<file path="src/rtl/dma_req_pkg.sv">
package dma_req_pkg;

    typedef enum logic [2:0] {
        ST_IDLE     = 3'd0,
        ST_ACCEPT   = 3'd1,
        ST_HELD     = 3'd2,
        ST_WAIT_HI  = 3'd3,
        ST_WAIT_END = 3'd4
    } acc_state_e;

    typedef struct packed {
        acc_state_e state;
        logic       hi_seen;
        logic       end_seen;
    } acc_regs_t;

endpackage

</file>
<file path="src/rtl/dma_req_sync.sv">
module dma_req_sync #(
    parameter int STAGES = 2
) (
    input  logic clk,
    input  logic rst_n,
    input  logic pin_async,
    output logic pin_sync
);
    // Resets to the inactive (high) level of the active-low pin.
    logic [STAGES-1:0] sh_d, sh_q;

    generate
        if (STAGES == 1) begin : g_single
            always_comb sh_d = pin_async;
        end else begin : g_chain
            always_comb sh_d = {sh_q[STAGES-2:0], pin_async};
        end
    endgenerate

    always_ff @(posedge clk or negedge rst_n) begin
        if (!rst_n) sh_q <= '1;
        else        sh_q <= sh_d;
    end

    assign pin_sync = sh_q[STAGES-1];
endmodule

</file>
<file path="src/rtl/dma_req_clr_timer.sv">
module dma_req_clr_timer #(
    parameter int MIN_CLEAR = 2
) (
    input  logic clk,
    input  logic rst_n,
    input  logic in_wait,
    output logic floor_met
);
    localparam int W = $clog2(MIN_CLEAR + 1);
    localparam logic [W-1:0] SAT = W'(MIN_CLEAR);
    localparam logic [W-1:0] THR = W'(MIN_CLEAR - 1);

    logic [W-1:0] cnt_d, cnt_q;

    always_comb begin
        cnt_d = cnt_q;
        if (!in_wait)           cnt_d = '0;
        else if (cnt_q != SAT)  cnt_d = cnt_q + 1'b1;
    end

    always_ff @(posedge clk or negedge rst_n) begin
        if (!rst_n) cnt_q <= '0;
        else        cnt_q <= cnt_d;
    end

    assign floor_met = (cnt_q >= THR);
endmodule

</file>
<file path="src/rtl/dma_req_fsm.sv">
module dma_req_fsm
    import dma_req_pkg::*;
(
    input  logic       clk,
    input  logic       rst_n,
    input  logic       en_strobe,
    input  logic       edge_mode,
    input  logic       pin_lvl,
    input  logic       activate,
    input  logic       cycle_end,
    input  logic       xfer_end,
    input  logic       floor_met,
    output logic       in_wait,
    output logic       req_held,
    output logic       accepting,
    output logic [2:0] state_o
);
    acc_regs_t r_d, r_q;
    logic      hi_now, end_now;

    always_comb begin
        r_d     = r_q;
        hi_now  = r_q.hi_seen | pin_lvl;
        end_now = r_q.end_seen | cycle_end;
        if (xfer_end) begin
            r_d.state    = ST_IDLE;
            r_d.hi_seen  = 1'b0;
            r_d.end_seen = 1'b0;
        end else begin
            unique case (r_q.state)
                ST_IDLE: begin
                    if (en_strobe) r_d.state = ST_ACCEPT;
                end
                ST_ACCEPT: begin
                    if (!pin_lvl) r_d.state = ST_HELD;
                end
                ST_HELD: begin
                    if (activate) begin
                        r_d.hi_seen  = ~edge_mode;
                        r_d.end_seen = 1'b0;
                        r_d.state    = edge_mode ? ST_WAIT_HI : ST_WAIT_END;
                    end
                end
                ST_WAIT_HI, ST_WAIT_END: begin
                    if (hi_now && end_now && floor_met) begin
                        r_d.state    = ST_ACCEPT;
                        r_d.hi_seen  = 1'b0;
                        r_d.end_seen = 1'b0;
                    end else begin
                        r_d.state    = hi_now ? ST_WAIT_END : ST_WAIT_HI;
                        r_d.hi_seen  = hi_now;
                        r_d.end_seen = end_now;
                    end
                end
                default: begin
                    r_d.state    = ST_IDLE;
                    r_d.hi_seen  = 1'b0;
                    r_d.end_seen = 1'b0;
                end
            endcase
        end
    end

    always_ff @(posedge clk or negedge rst_n) begin
        if (!rst_n) begin
            r_q.state    <= ST_IDLE;
            r_q.hi_seen  <= 1'b0;
            r_q.end_seen <= 1'b0;
        end else begin
            r_q <= r_d;
        end
    end

    assign in_wait   = (r_q.state == ST_WAIT_HI) || (r_q.state == ST_WAIT_END);
    assign req_held  = (r_q.state == ST_HELD);
    assign accepting = (r_q.state == ST_ACCEPT);
    assign state_o   = r_q.state;
endmodule

</file>
<file path="src/rtl/dma_req_accept.sv">
module dma_req_accept #(
    parameter int SYNC_STAGES = 2,
    parameter int MIN_CLEAR   = 2
) (
    input  logic       clk,
    input  logic       rst_n,
    input  logic       en_strobe,
    input  logic       edge_mode,
    input  logic       dreq_n,
    input  logic       activate,
    input  logic       cycle_end,
    input  logic       xfer_end,
    output logic       req_held,
    output logic       accepting,
    output logic [2:0] state_o
);
    logic pin_lvl;
    logic in_wait;
    logic floor_met;

    dma_req_sync #(.STAGES(SYNC_STAGES)) u_sync (
        .clk       (clk),
        .rst_n     (rst_n),
        .pin_async (dreq_n),
        .pin_sync  (pin_lvl)
    );

    dma_req_clr_timer #(.MIN_CLEAR(MIN_CLEAR)) u_timer (
        .clk       (clk),
        .rst_n     (rst_n),
        .in_wait   (in_wait),
        .floor_met (floor_met)
    );

    dma_req_fsm u_fsm (
        .clk       (clk),
        .rst_n     (rst_n),
        .en_strobe (en_strobe),
        .edge_mode (edge_mode),
        .pin_lvl   (pin_lvl),
        .activate  (activate),
        .cycle_end (cycle_end),
        .xfer_end  (xfer_end),
        .floor_met (floor_met),
        .in_wait   (in_wait),
        .req_held  (req_held),
        .accepting (accepting),
        .state_o   (state_o)
    );
endmodule

</file>
<file path="config.mk">
export PLATFORM = sky130hd
export DESIGN_NAME = dma_req_accept
export DESIGN_NICKNAME = d
export VERILOG_FILES = /design/src/rtl/dma_req_pkg.sv /design/src/rtl/dma_req_sync.sv /design/src/rtl/dma_req_clr_timer.sv /design/src/rtl/dma_req_fsm.sv /design/src/rtl/dma_req_accept.sv
export SDC_FILE = /design/constraint.sdc
export NUM_CORES = 1
export LEC_CHECK = 0
export BUFFER_PORTS_ARGS = -buffer_cell sky130_fd_sc_hd__buf_2
export CORE_ASPECT_RATIO = 0.9
export CORE_MARGIN = 5
export CORE_UTILIZATION = 28
export DETAILED_ROUTE_END_ITERATION = 12
export PLACE_DENSITY = 0.57
export SLEW_MARGIN = 40
export SYNTH_ARGS = -nofsm -noshare
export SYNTH_HDL_FRONTEND = slang
export SYNTH_SLANG_ARGS = --single-unit
export TNS_END_PERCENT = 1
</file>
<file path="constraint.sdc">
create_clock -name clk -period 4.7 [get_ports clk]
set_clock_uncertainty 0.1 [all_clocks]
set_input_delay 0.94 -clock clk [delete_from_list [all_inputs] [get_ports clk]]
set_output_delay 0.94 -clock clk [all_outputs]
set_load 0.01 [all_outputs]
</file>
---- Word level (Yosys, flattened, before mapping) ----
Cells that the tools add are included.
storage, ports and cells
  bits in registers ....................... 9
  output and inout bits ................... 5
  logic and storage cells ................. 39
cells by class
  multiplexer cells ....................... 11
  equality and inequality tests ........... 10
  order comparisons ....................... 1
  reductions and logical operators ........ 8
  bitwise logic cells ..................... 3
  add/subtract/negate cells ............... 1
operators by type and width
  kind                 count
  $mux 5               3
  $mux 3               4
  $pmux 3 s4           1
  $ne 3x3->1 const B   3
  $eq 3x2->1 const B   2
  $pmux 2 s3           1
  $mux 2               2
  $ne 2x2->1 const B   2
  $reduce_or 2->1      2
  $eq 3x1->1 const B   1
  $eq 3x3->1 const B   1
  $logic_not 3->1      1
  $reduce_and 3->1     1
  $add 2x1->2 const B  1
  $ge 2x1->1 const B   1
  $logic_and 1x1->1    2
  $ne 2x1->1 const B   1
  $or 1x1->1           2
  $reduce_and 2->1     1
  $logic_or 1x1->1     1
  $not 1->1            1

---- Depth between registers and ports, before layout ----
Gate-level depths: netlist of run 1.
  word-level depth ........................ 6
  gate-level depth with buffers ........... 5
  depth with buffers taken out ............ 5

---- By module ----
From an unflattened synthesis of run 1, not the netlist that was laid out.
unflattened totals
  cells, all modules ...................... 56
  area, all modules ....................... 553.0 sq um
by module, submodules not included
  module             cells each  area an instance (sq um)  seq. area each (sq um)  times used
  dma_req_fsm        43          382.9                     125.1                   1
  dma_req_clr_timer  11          117.6                     50.0                    1
  dma_req_sync       2           52.6                      52.6                    1

---- Worst setup path after synthesis of run 1 ----
Ideal clock, no wire load.
  kind .................................... reg-to-output
  start ................................... register u_fsm.r_q (netlist bit u_fsm.state_o[0])
  end ..................................... output port accepting
  path slack .............................. 2.606 ns
  arrival ................................. 1.054 ns
  buffers on the path ..................... 1
  cell stages (with the launch flop) ...... 3
  required time ........................... 3.660 ns
  cells stage by stage .................... dfrtp_1 > clkbuf_1 > nor3b_1
between the ends
  word-level cells in the longest chain between the ends .. 1
ends and longest elaborated chain
  element                 RTL line              text
  start, declared         dma_req_fsm.sv:18     acc_regs_t r_d, r_q;
  start signal, assigned  dma_req_fsm.sv:70     r_q <= r_d;
  $eq 3x1->1              dma_req_fsm.sv:76     assign accepting = (r_q.state == ST_ACCEPT);
  end, declared           dma_req_accept.sv:14  output logic accepting,
No other way between the ends.

---- Worst setup path in the final report of run 1 ----
Same ends and word-level chain as after synthesis.

==> results of run 1 <==
-- state kept, by name, indices dropped and copies added (netlist names) --
name / flops
u_fsm.r_q: 2
u_fsm.state_o: 3
u_sync.sh_q: 2
u_timer.cnt_q: 2
-- critical path: cells and delay by family (launching register included) --
kind                   cells  cell delay, ns
DFF                        1            0.57
buffers and inverters      1            0.18
and+or+nand+nor            1            0.29
-- final timing paths --
kind	from	to	slack, ns	depth (start not counted)
setup / recovery	u_fsm.state_o[0]$_DFFE_PN0P_	accepting	2.38	2
min in group asynchronous	rst_n	u_timer.cnt_q[0]$_DFFE_PN0P_	0.42	1
setup reg to reg	u_fsm.state_o[2]$_DFFE_PN0P_	u_fsm.r_q[0]$_DFFE_PN0P_	2.91	4
hold / removal	u_sync.sh_q[0]$_DFF_PN1_	u_sync.sh_q[1]$_DFF_PN1_	0.25	0
hold reg to reg	u_sync.sh_q[0]$_DFF_PN1_	u_sync.sh_q[1]$_DFF_PN1_	0.25	0
max in group asynchronous	rst_n	u_sync.sh_q[1]$_DFF_PN1_	3.84	1
-- power by group through the flow --
stage | Clock (mW) | Sequential [mW] | Combinational, mW
6_report | 0.0566 | 0.120 | 0.0990
5_1_grt | 0.0662 | 0.123 | 0.112
4_1_cts | 0.0600 | 0.120 | 0.101
3_5_place_dp | 0 | 0.122 | 0.101
3_3_place_gp | 0 | 0.120 | 0.101
2_1_floorplan | 0 | 0.103 | 0.0987
-- cell families after synthesis --
group,Yosys count,synth area share
compound gates,14,0.153
xor+xnor,1,0.0160
fa+ha+maj,2,0.0457
buf+inv,8,0.0776
flops,9,0.416
mux,3,0.0571
simple gates,25,0.235
-- synthesized netlist by cell type --
cell      instances
clkbuf_1          2
nand3b_1          1
or3_1             1
dfstp_2           2
nor3_1            4
nor2_1            9
mux2_2            1
nor2b_1           1
o31ai_1           1
buf_4             3
mux2i_1           2
nand3_1           1
o22a_1            1
inv_1             2
dfrtp_1           7
nor3b_1           2
or3b_1            1
o22ai_1           1
and2_1            1
nand2_1           3
buf_2             1
o21ai_0           4
o32ai_1           1
o21a_1            1
ha_1              2
xor2_1            1
and3b_1           1
a21oi_1           5
-- layer usage --
layer  up-vias  wire length [µm]
met3         0                59
met4         0                 0
met2         8               472
li1        235                 -
met1       204               497
met5         -                 0
-- per-stage QoR --
step | std cells | setup slack [ns] | hold WS (ns) | cell area, µm²
6_report | 97 | 2.38 | 0.255 | 631
5_1_grt | 97 | 2.24 | 0.260 | 631
4_1_cts | 97 | 2.35 | 0.256 | 631
3_5_place_dp | 93 | 2.63 | 0.247 | 604
3_3_place_gp | 93 | 2.68 | 0.246 | 604
2_1_floorplan | 62 | 2.61 | 0.245 | 548
-- area by class of cell --
type	count	area, µm²	area share
multi-input combinational	45	278	0.440
sequential	9	228	0.361
timing repair buffer	12	60.1	0.0952
tap	25	31.3	0.0496
clock buffer	4	26.3	0.0417
inverter	2	7.51	0.0119
==> flow_summary.ini, run 1 <==
[cts]
clk_pin_slew_worst_paths_ns = 0.06
clock_latency_ns = 0.25
tritoncts = yes
cts.sinks = 9
ctsHoldBuffers = 0
cts-buffers-inserted = 3
cts_resized = 0
clock_path_buffers = 2
cts_setup_buffers = 0
htreeDepth = 1
clockRootBuffer = clkbuf_4

[worst_setup_path]
crit_arrival_ns = 1.28
critPathLaunchType = flop
crit_chain = nor3b_1, buf_2
required_ns = 3.66
crit_slowest_cell = dfrtp_1
crit_fanout = 15
slowest_delay_ns = 0.57
path_class = reg -> out
end_kind = output pin

[cells_and_area]
nets = 83
antenna_cells = 0
layout_common_cells = buf_2, nor2_1, dfrtp_1
mostFrequentLayoutCell = buf_2
drive_above_1_share = 0.250
fillers = 204
area.growth.synth_to_final_pct = 15.1
fin_util = 0.333

[flow_run]
maxCapViolCount = 0

[timing]
finalSetupViolations = 0
min_period_ns = 2.32
worst_slew_pin_slew_ns = 0.377
relSlewSlack = 0.749
rsz0062_at_grt = false
slew_violations = 0
hold_viol = 0
finalCritPeriodShare = 0.494
fmax_mhz = 431
fin_tns_setup_ns = 0

[die]
fp.dieH_um = 52.0
rows = 15
die-width_um = 56.6
coreArea_mm2 = 0.00190
initial_core_util = 0.289
boundaryPins = 13
dieArea_mm2 = 0.00294

[synthesis]
synth.avg_cell_area_um2 = 8.84
synth_top_cell_by_area = dfrtp_1
syn_inst = 62
syn_area_um2 = 548
synth_seq_area_share = 0.416
ys_types = 28
ys_top_cells_by_area = dfrtp_1, dfstp_2, nor2_1
yosysTopAreaCellShare = 0.320
syn_nets = 72
yosysWarnings = 0
ys_seq_elements = 9

[power_and_ir_drop]
ir_drop_uv = 153
switchingPower_uw = 101
p_leak_nw = 0.283
p_sw_frac = 0.367
p_int_uw = 174
finalPower_uw = 275
power_density_mw_per_mm2 = 437
power_frac_clock = 0.206
combPwrFrac = 0.359
power_frac_seq = 0.435

[hold_path]
hold_path.class = reg -> reg

[detailed_routing]
drt-total-wl_um = 1030
drt_iter0_markers = 10
first_pass_iters = 4
via_count = 447
viasPerCell = 4.61
ant_nets = 0
wl_per_cell_um = 10.6
drc_errors = 0

[placement]
routabilityCongestion = 0.709
place_hpwl_um = 829
io_buffers = 12

[global_routing]
grt.overflow.total = 0
grt_pass1_vias = 390
grt_usage = 0.0735
grt_pass1_wl_um = 1680
antenna_found_initial = 0
grt_use_met1 = 0.0977
use_met3 = 0.0223
grt_max_degree = 16
grt.busiest_layer = met2
use_met2 = 0.102

[outcome]
run_status = finished clean
Power figures use the tool's default switching activity.
==> inputs of run 2 (changes only) <==
--- a/config.mk
+++ b/config.mk
@@ -10,7 +10,7 @@
 export CORE_MARGIN = 5
 export CORE_UTILIZATION = 28
 export DETAILED_ROUTE_END_ITERATION = 12
-export PLACE_DENSITY = 0.57
+export PLACE_DENSITY = 0.59
 export SLEW_MARGIN = 40
 export SYNTH_ARGS = -nofsm -noshare
 export SYNTH_HDL_FRONTEND = slang
==> constraint.sdc (replaced) <==
create_clock -name clk -period 2 [get_ports clk]
set_clock_uncertainty 0.1 [all_clocks]
set_input_delay 0.4 -clock clk [delete_from_list [all_inputs] [get_ports clk]]
set_output_delay 0.4 -clock clk [all_outputs]
set_load 0.01 [all_outputs]
==> run 2 against run 1 <==
  * Register-to-register slack lost 2.5 ns
  * Hold slack lost 0.11 ns
  * Worst setup slack lost 2.1 ns
  * Wire length grew 20%
  * First-iteration DRC count grew 30%
  * Final area grew 5.2%
  * Core utilization grew 1.7 points
  * Critical path depth grew 1
  * Critical path type unchanged
  * Critical endpoint is now req_held
==> flow_summary.ini, run 2 (same netlist as run 1, synthesis figures left out) <==
[detailed_routing]
via_count = 458
drc_errors = 0
viasPerCell = 4.53
drt_iter0_markers = 13
drt-total-wl_um = 1230
ant_nets = 0
first_pass_iters = 4
wl_per_cell_um = 12.2

[cells_and_area]
mostFrequentLayoutCell = buf_2
layout_common_cells = buf_2, nor2_1, dfrtp_1
finalNonFillerCells = 101
nets = 87
fin_util = 0.350
largest_register_ffs = 3
drive_above_1_share = 0.276
area.growth.synth_to_final_pct = 21.0
antenna_cells = 0
fillers = 206

[cts]
clock_path_buffers = 2
cts_setup_buffers = 0
clock_latency_ns = 0.26
cts.sinks = 9
clk_pin_slew_worst_paths_ns = 0.06
tritoncts = yes
cts-buffers-inserted = 3
htreeDepth = 1
clockRootBuffer = clkbuf_4

[die]
dieArea_mm2 = 0.00294
die-width_um = 56.6
rows = 15
coreArea_mm2 = 0.00190
fp.dieH_um = 52.0
initial_core_util = 0.289
boundaryPins = 13

[worst_setup_path]
r2r_setup_slack_ns = 0.40
crit_chain = buf_4, nor3b_1, buf_2
ff2ff_path_depth = 4
slowest_delay_ns = 0.39
end_kind = output pin
reg2reg_from = u_fsm.state_o[1]$_DFFE_PN0P_
crit_arrival_ns = 1.26
crit_slowest_cell = dfrtp_1
critPathLaunchType = flop
path_buf_inv = 2
path_class = reg -> out
worst_r2r_endpoint = u_fsm.r_q[0]$_DFFE_PN0P_
crit_family = flip-flops
crit_fanout = 14
required_ns = 1.50

[hold_path]
hold_start = dreq_n
hold_end = u_sync.sh_q[0]$_DFF_PN1_
hold_path.class = in -> reg
hold_depth = 1

[power_and_ir_drop]
ir_drop_uv = 353
power_density_mw_per_mm2 = 1050
p_leak_nw = 0.303

[global_routing]
grt.overflow.total = 0
grt_pass1_vias = 486
grt_usage = 0.0952
grt_pass1_wl_um = 2150
grt_max_degree = 15
antenna_found_initial = 0

[timing]
rsz0062_at_grt = false
min_period_ns = 1.76
finalCritPeriodShare = 0.878
hold_viol = 0
relSlewSlack = 0.820
finalSetupViolations = 0
fin_tns_setup_ns = 0
worst_slew_pin_slew_ns = 0.267
fmax_mhz = 570
slew_violations = 0

[placement]
dp_cells = 96
place_hpwl_um = 905
routabilityCongestion = 0.769
io_buffers = 12

[flow_run]
maxCapViolCount = 0

[outcome]
run_status = finished clean
==> run 2: changes by cell type in the layout (fill, tap and decap cells not counted), sizes merged <==
cell	previous run	this run
dlygate4sd3	0	1
buf	12	15
==> run 2: metal layers <==
metal,vias to the layer above,GRT usage,part of all wire
met4,0,0.0593,0.011
met1,202,0.122,0.47
li1,241,-,-
met2,13,0.137,0.45
met3,2,0.0323,0.067
met5,-,0,0
==> run 2: stage by stage <==
stage          worst slack [ns]  total power, mW  hold slack (ns)  instance area, µm²
2_1_floorplan             0.446            0.474          0.00441                 548
3_3_place_gp              0.457            0.551            0.156                 627
3_5_place_dp              0.426            0.556            0.163                 627
4_1_cts                   0.215            0.709            0.127                 663
5_1_grt                   0.134            0.757            0.117                 663
6_report                  0.245            0.696            0.140                 663
==> run 2: final cells by class <==
| cell class | count | area, µm² | share of cell area |
|---|---|---|---|
| Multi-Input combinational cell | 45 | 278 | 0.419 |
| Tap cell | 25 | 31.3 | 0.0472 |
| Sequential cell | 9 | 228 | 0.343 |
| Timing Repair Buffer | 16 | 92.6 | 0.140 |
| Clock buffer | 4 | 26.3 | 0.0396 |
| Inverter | 2 | 7.51 | 0.0113 |
==> run 2: worst register-to-register path, stage by stage (launching register included) <==
cell and delay [ns]:
dfrtp_1 0.38, or3b_1 0.39, o21a_1 0.16, or3_1 0.35, a21oi_1 0.15
==> run 2: how the worst max path moves through the flow <==
stage,endpoint,start,cells after the start,slack [ns]
2_1_floorplan,accepting,u_fsm.state_o[0]$_DFFE_PN0P_,2,0.45
3_3_place_gp,u_fsm.r_q[0]$_DFFE_PN0P_,u_fsm.state_o[1]$_DFFE_PN0P_,4,0.46
3_5_place_dp,u_fsm.r_q[0]$_DFFE_PN0P_,u_fsm.state_o[1]$_DFFE_PN0P_,4,0.43
4_1_cts,req_held,u_fsm.state_o[0]$_DFFE_PN0P_,3,0.22
5_1_grt,accepting,u_fsm.state_o[0]$_DFFE_PN0P_,3,0.13
6_report,req_held,u_fsm.state_o[0]$_DFFE_PN0P_,3,0.24
==> run 2: repair_timing <==
item	CTS	global route
gates resized for setup	0	0
setup endpoints to repair	0	0
endpoints found under the hold margin	7	0
hold buffers	1	0
==> run 2: where the power goes <==
group	switching (mW)	internal (mW)	leakage (nW)
sequential	0.0207	0.218	0.116
clock	0.0629	0.0769	0.0150
combinational	0.177	0.141	0.172
==> inputs of run 3 (changes only) <==
--- a/config.mk
+++ b/config.mk
@@ -5,12 +5,13 @@
 export SDC_FILE = /design/constraint.sdc
 export NUM_CORES = 1
 export LEC_CHECK = 0
+export ABC_AREA = 1
 export BUFFER_PORTS_ARGS = -buffer_cell sky130_fd_sc_hd__buf_2
 export CORE_ASPECT_RATIO = 0.9
 export CORE_MARGIN = 5
 export CORE_UTILIZATION = 28
 export DETAILED_ROUTE_END_ITERATION = 12
-export PLACE_DENSITY = 0.59
+export PLACE_DENSITY = 0.54
 export SLEW_MARGIN = 40
 export SYNTH_ARGS = -nofsm -noshare
 export SYNTH_HDL_FRONTEND = slang
==> constraint.sdc (replaced) <==
create_clock -name clk -period 2 [get_ports clk]
set_clock_uncertainty 0.1 [all_clocks]
set_input_delay 0.4 -clock clk [delete_from_list [all_inputs] [get_ports clk]]
set_output_delay 0.4 -clock clk [all_outputs]
set_load 0.005 [all_outputs]
==> run 3 against run 2 <==
  * Clock-buffer cell count unchanged
  * Sequential cell count unchanged
  * Critical path type unchanged
  * Synthesized cell count increased by 16%
  * Combinational power decreased by 18%
  * Die area decreased by 1.7%
  * Wire length decreased by 11%
  * Sequential share of layout area increased by 1.1 points
  * Sequential power increased by 13%
  * Hold slack got worse by 0.0016 ns
  * Final area decreased by 3.2%
  * Global-route usage decreased by 0.71 points
  * Largest cell class unchanged
==> flow_summary.ini, run 3 <==
[timing]
worst_slew_pin_slew_ns = 0.257
slew_violations = 0
hold_viol = 0
finalCritPeriodShare = 0.831
fin_tns_setup_ns = 0
fmax_mhz = 602
rsz0062_at_grt = false
final.setup.worst_slack_ns = 0.338
finalSetupViolations = 0
min_period_ns = 1.66
relSlewSlack = 0.827

[detailed_routing]
drt-total-wl_um = 1100
viasPerCell = 4.29
ant_nets = 0
drt_iter0_markers = 18
wl_per_cell_um = 9.87
via_count = 476
drc_errors = 0
first_pass_iters = 4

[synthesis]
synth_top_flop_cell = dfrtp_1
synth_mux_area_frac = 0.0210
synth_top_cell_by_area = dfrtp_1
synth.avg_cell_area_um2 = 7.46
yosysMostFrequentCell = nand2_1
synth_compound_area_frac = 0.0466
ys_top_cells_by_area = dfrtp_1, nand2_1, dfstp_2
ys_seq_elements = 9
synthArstFlopShare = 1.00
synth_top_family_by_area = simple AND/OR/NAND/NOR gates
synth_xor_area_frac = 0.0163
yosysTopAreaCellShare = 0.326
syn_nets = 82
synth_seq_area_share = 0.424
syn_area_um2 = 537
synth_edf_count = 0
syn_inst = 72
netlist_top_cells_count = nand2_1, nor2_1, inv_1
ys_types = 18
synth_adder_area_share = 0.0466
yosysWarnings = 0
yosys.area_share.simple = 0.326

[hold_path]
hold_path.class = in -> reg
hold_start = dreq_n

[worst_setup_path]
path_class = reg -> out
end_kind = output pin
critPathLaunchType = flop
crit_arrival_ns = 1.16
crit_path_start = u_fsm.state_o[2]$_DFFE_PN0P_
reg2reg_from = u_fsm.state_o[2]$_DFFE_PN0P_
crit_fanout = 6
required_ns = 1.50

[global_routing]
grt_usage = 0.0880
grt_pass1_wl_um = 1960
grt_pass1_vias = 466
grt.overflow.total = 0
grt_max_degree = 10
antenna_found_initial = 0

[die]
boundaryPins = 13
die-width_um = 56.2
coreArea_mm2 = 0.00188
dieArea_mm2 = 0.00289
fp.dieH_um = 51.5
rows = 15
initial_core_util = 0.286

[cts]
cts-buffers-inserted = 3
clockRootBuffer = clkbuf_4
clk_pin_slew_worst_paths_ns = 0.06
clock_path_buffers = 2
htreeDepth = 1
tritoncts = yes
cts_setup_buffers = 0
cts.sinks = 9
clock_latency_ns = 0.26

[cells_and_area]
nets = 97
drive_above_1_share = 0.256
layout_common_cells = nand2_1, nor2_1, buf_2
area.growth.synth_to_final_pct = 19.6
fillers = 214
mostFrequentLayoutCell = nand2_1
antenna_cells = 0
largest_register_ffs = 3

[placement]
routabilityCongestion = 0.756
pre_cts_ws_ns = 0.614
io_buffers = 12
place_hpwl_um = 891

[outcome]
run_status = finished clean

[power_and_ir_drop]
p_leak_nw = 0.374
power_density_mw_per_mm2 = 1040
ir_drop_uv = 401

[flow_run]
maxCapViolCount = 0
run 3: changes by cell type after synthesis, moves of 3 or more:
cell     delta
nand2_1    +13
inv_1       +8
nor3_1      -4
nand3_1     +7
nor2_1      +3
a21oi_1     -4
run 3: final cells by class:
class | count | area, µm² | share of cell area
Clock buffer | 4 | 26.3 | 0.0409
Tap cell | 25 | 31.3 | 0.0487
Sequential cell | 9 | 228 | 0.355
Multi-Input combinational cell | 49 | 245 | 0.382
Timing Repair Buffer | 13 | 70.1 | 0.109
Inverter | 11 | 41.3 | 0.0643
run 3: path summary, 6_finish.rpt:
path                       slack, ns                      endpoint  cells after the start
setup / recovery                0.34                     accepting                      4
max in group asynchronous       1.12      u_sync.sh_q[0]$_DFF_PN1_                      2
setup reg to reg                0.64      u_fsm.r_q[1]$_DFFE_PN0P_                      6
hold reg to reg                 0.25      u_sync.sh_q[1]$_DFF_PN1_                      0
min in group asynchronous       0.43  u_fsm.state_o[1]$_DFFE_PN0P_                      2
hold / removal                  0.14      u_sync.sh_q[0]$_DFF_PN1_                      1
run 3: per-stage QoR:
step,std cells,total power [mW],cell area (µm²),hold WS (ns),util
global placement,106,0.534,606,0.164,0.323
detailed placement,106,0.536,606,0.165,0.323
finish,111,0.669,642,0.138,0.342
CTS,111,0.683,642,0.128,0.342
floorplan,72,0.469,537,0.00441,-
global route,111,0.737,642,0.120,0.342
run 3: per-layer routing:
metal	vias up	routed length, µm	part of all wire	track usage
met5	-	0	0	0
met4	0	0	0	0.0119
met3	0	98	0.089	0.0471
met2	17	458	0.42	0.140
met1	209	540	0.49	0.108
li1	250	-	-	-
run 3: cells by family (layout without fill, tap and decap cells):
logic type | count (synthesis) | after routing
AO/OA/AOI/OAI | 5 | 5
XOR/XNOR | 1 | 1
adder cells (fa/ha/maj) | 2 | 2
buffers and inverters | 14 | 28
flip-flops | 9 | 9
multiplexers | 1 | 1
AND/OR/NAND/NOR | 40 | 40
run 3: report_power, final:
| part | switching (mW) | internal [mW] | total [mW] |
|---|---|---|---|
| clock network | 0.0620 | 0.0768 | 0.139 |
| registers | 0.0506 | 0.220 | 0.270 |
| logic | 0.151 | 0.109 | 0.260 |
| total | 0.264 | 0.405 | 0.669 |
run 3: timing repair:
action                                 CTS  global route
gates resized for setup                  0             0
hold buffers                             1             0
endpoints found under the hold margin    7             0
run 3: worst max-delay path, stage by stage, from the launching register on:
cell and delay, ns:
dfrtp_1 0.45, nor2_1 0.21, nand2_1 0.09, inv_1 0.05, buf_2 0.10
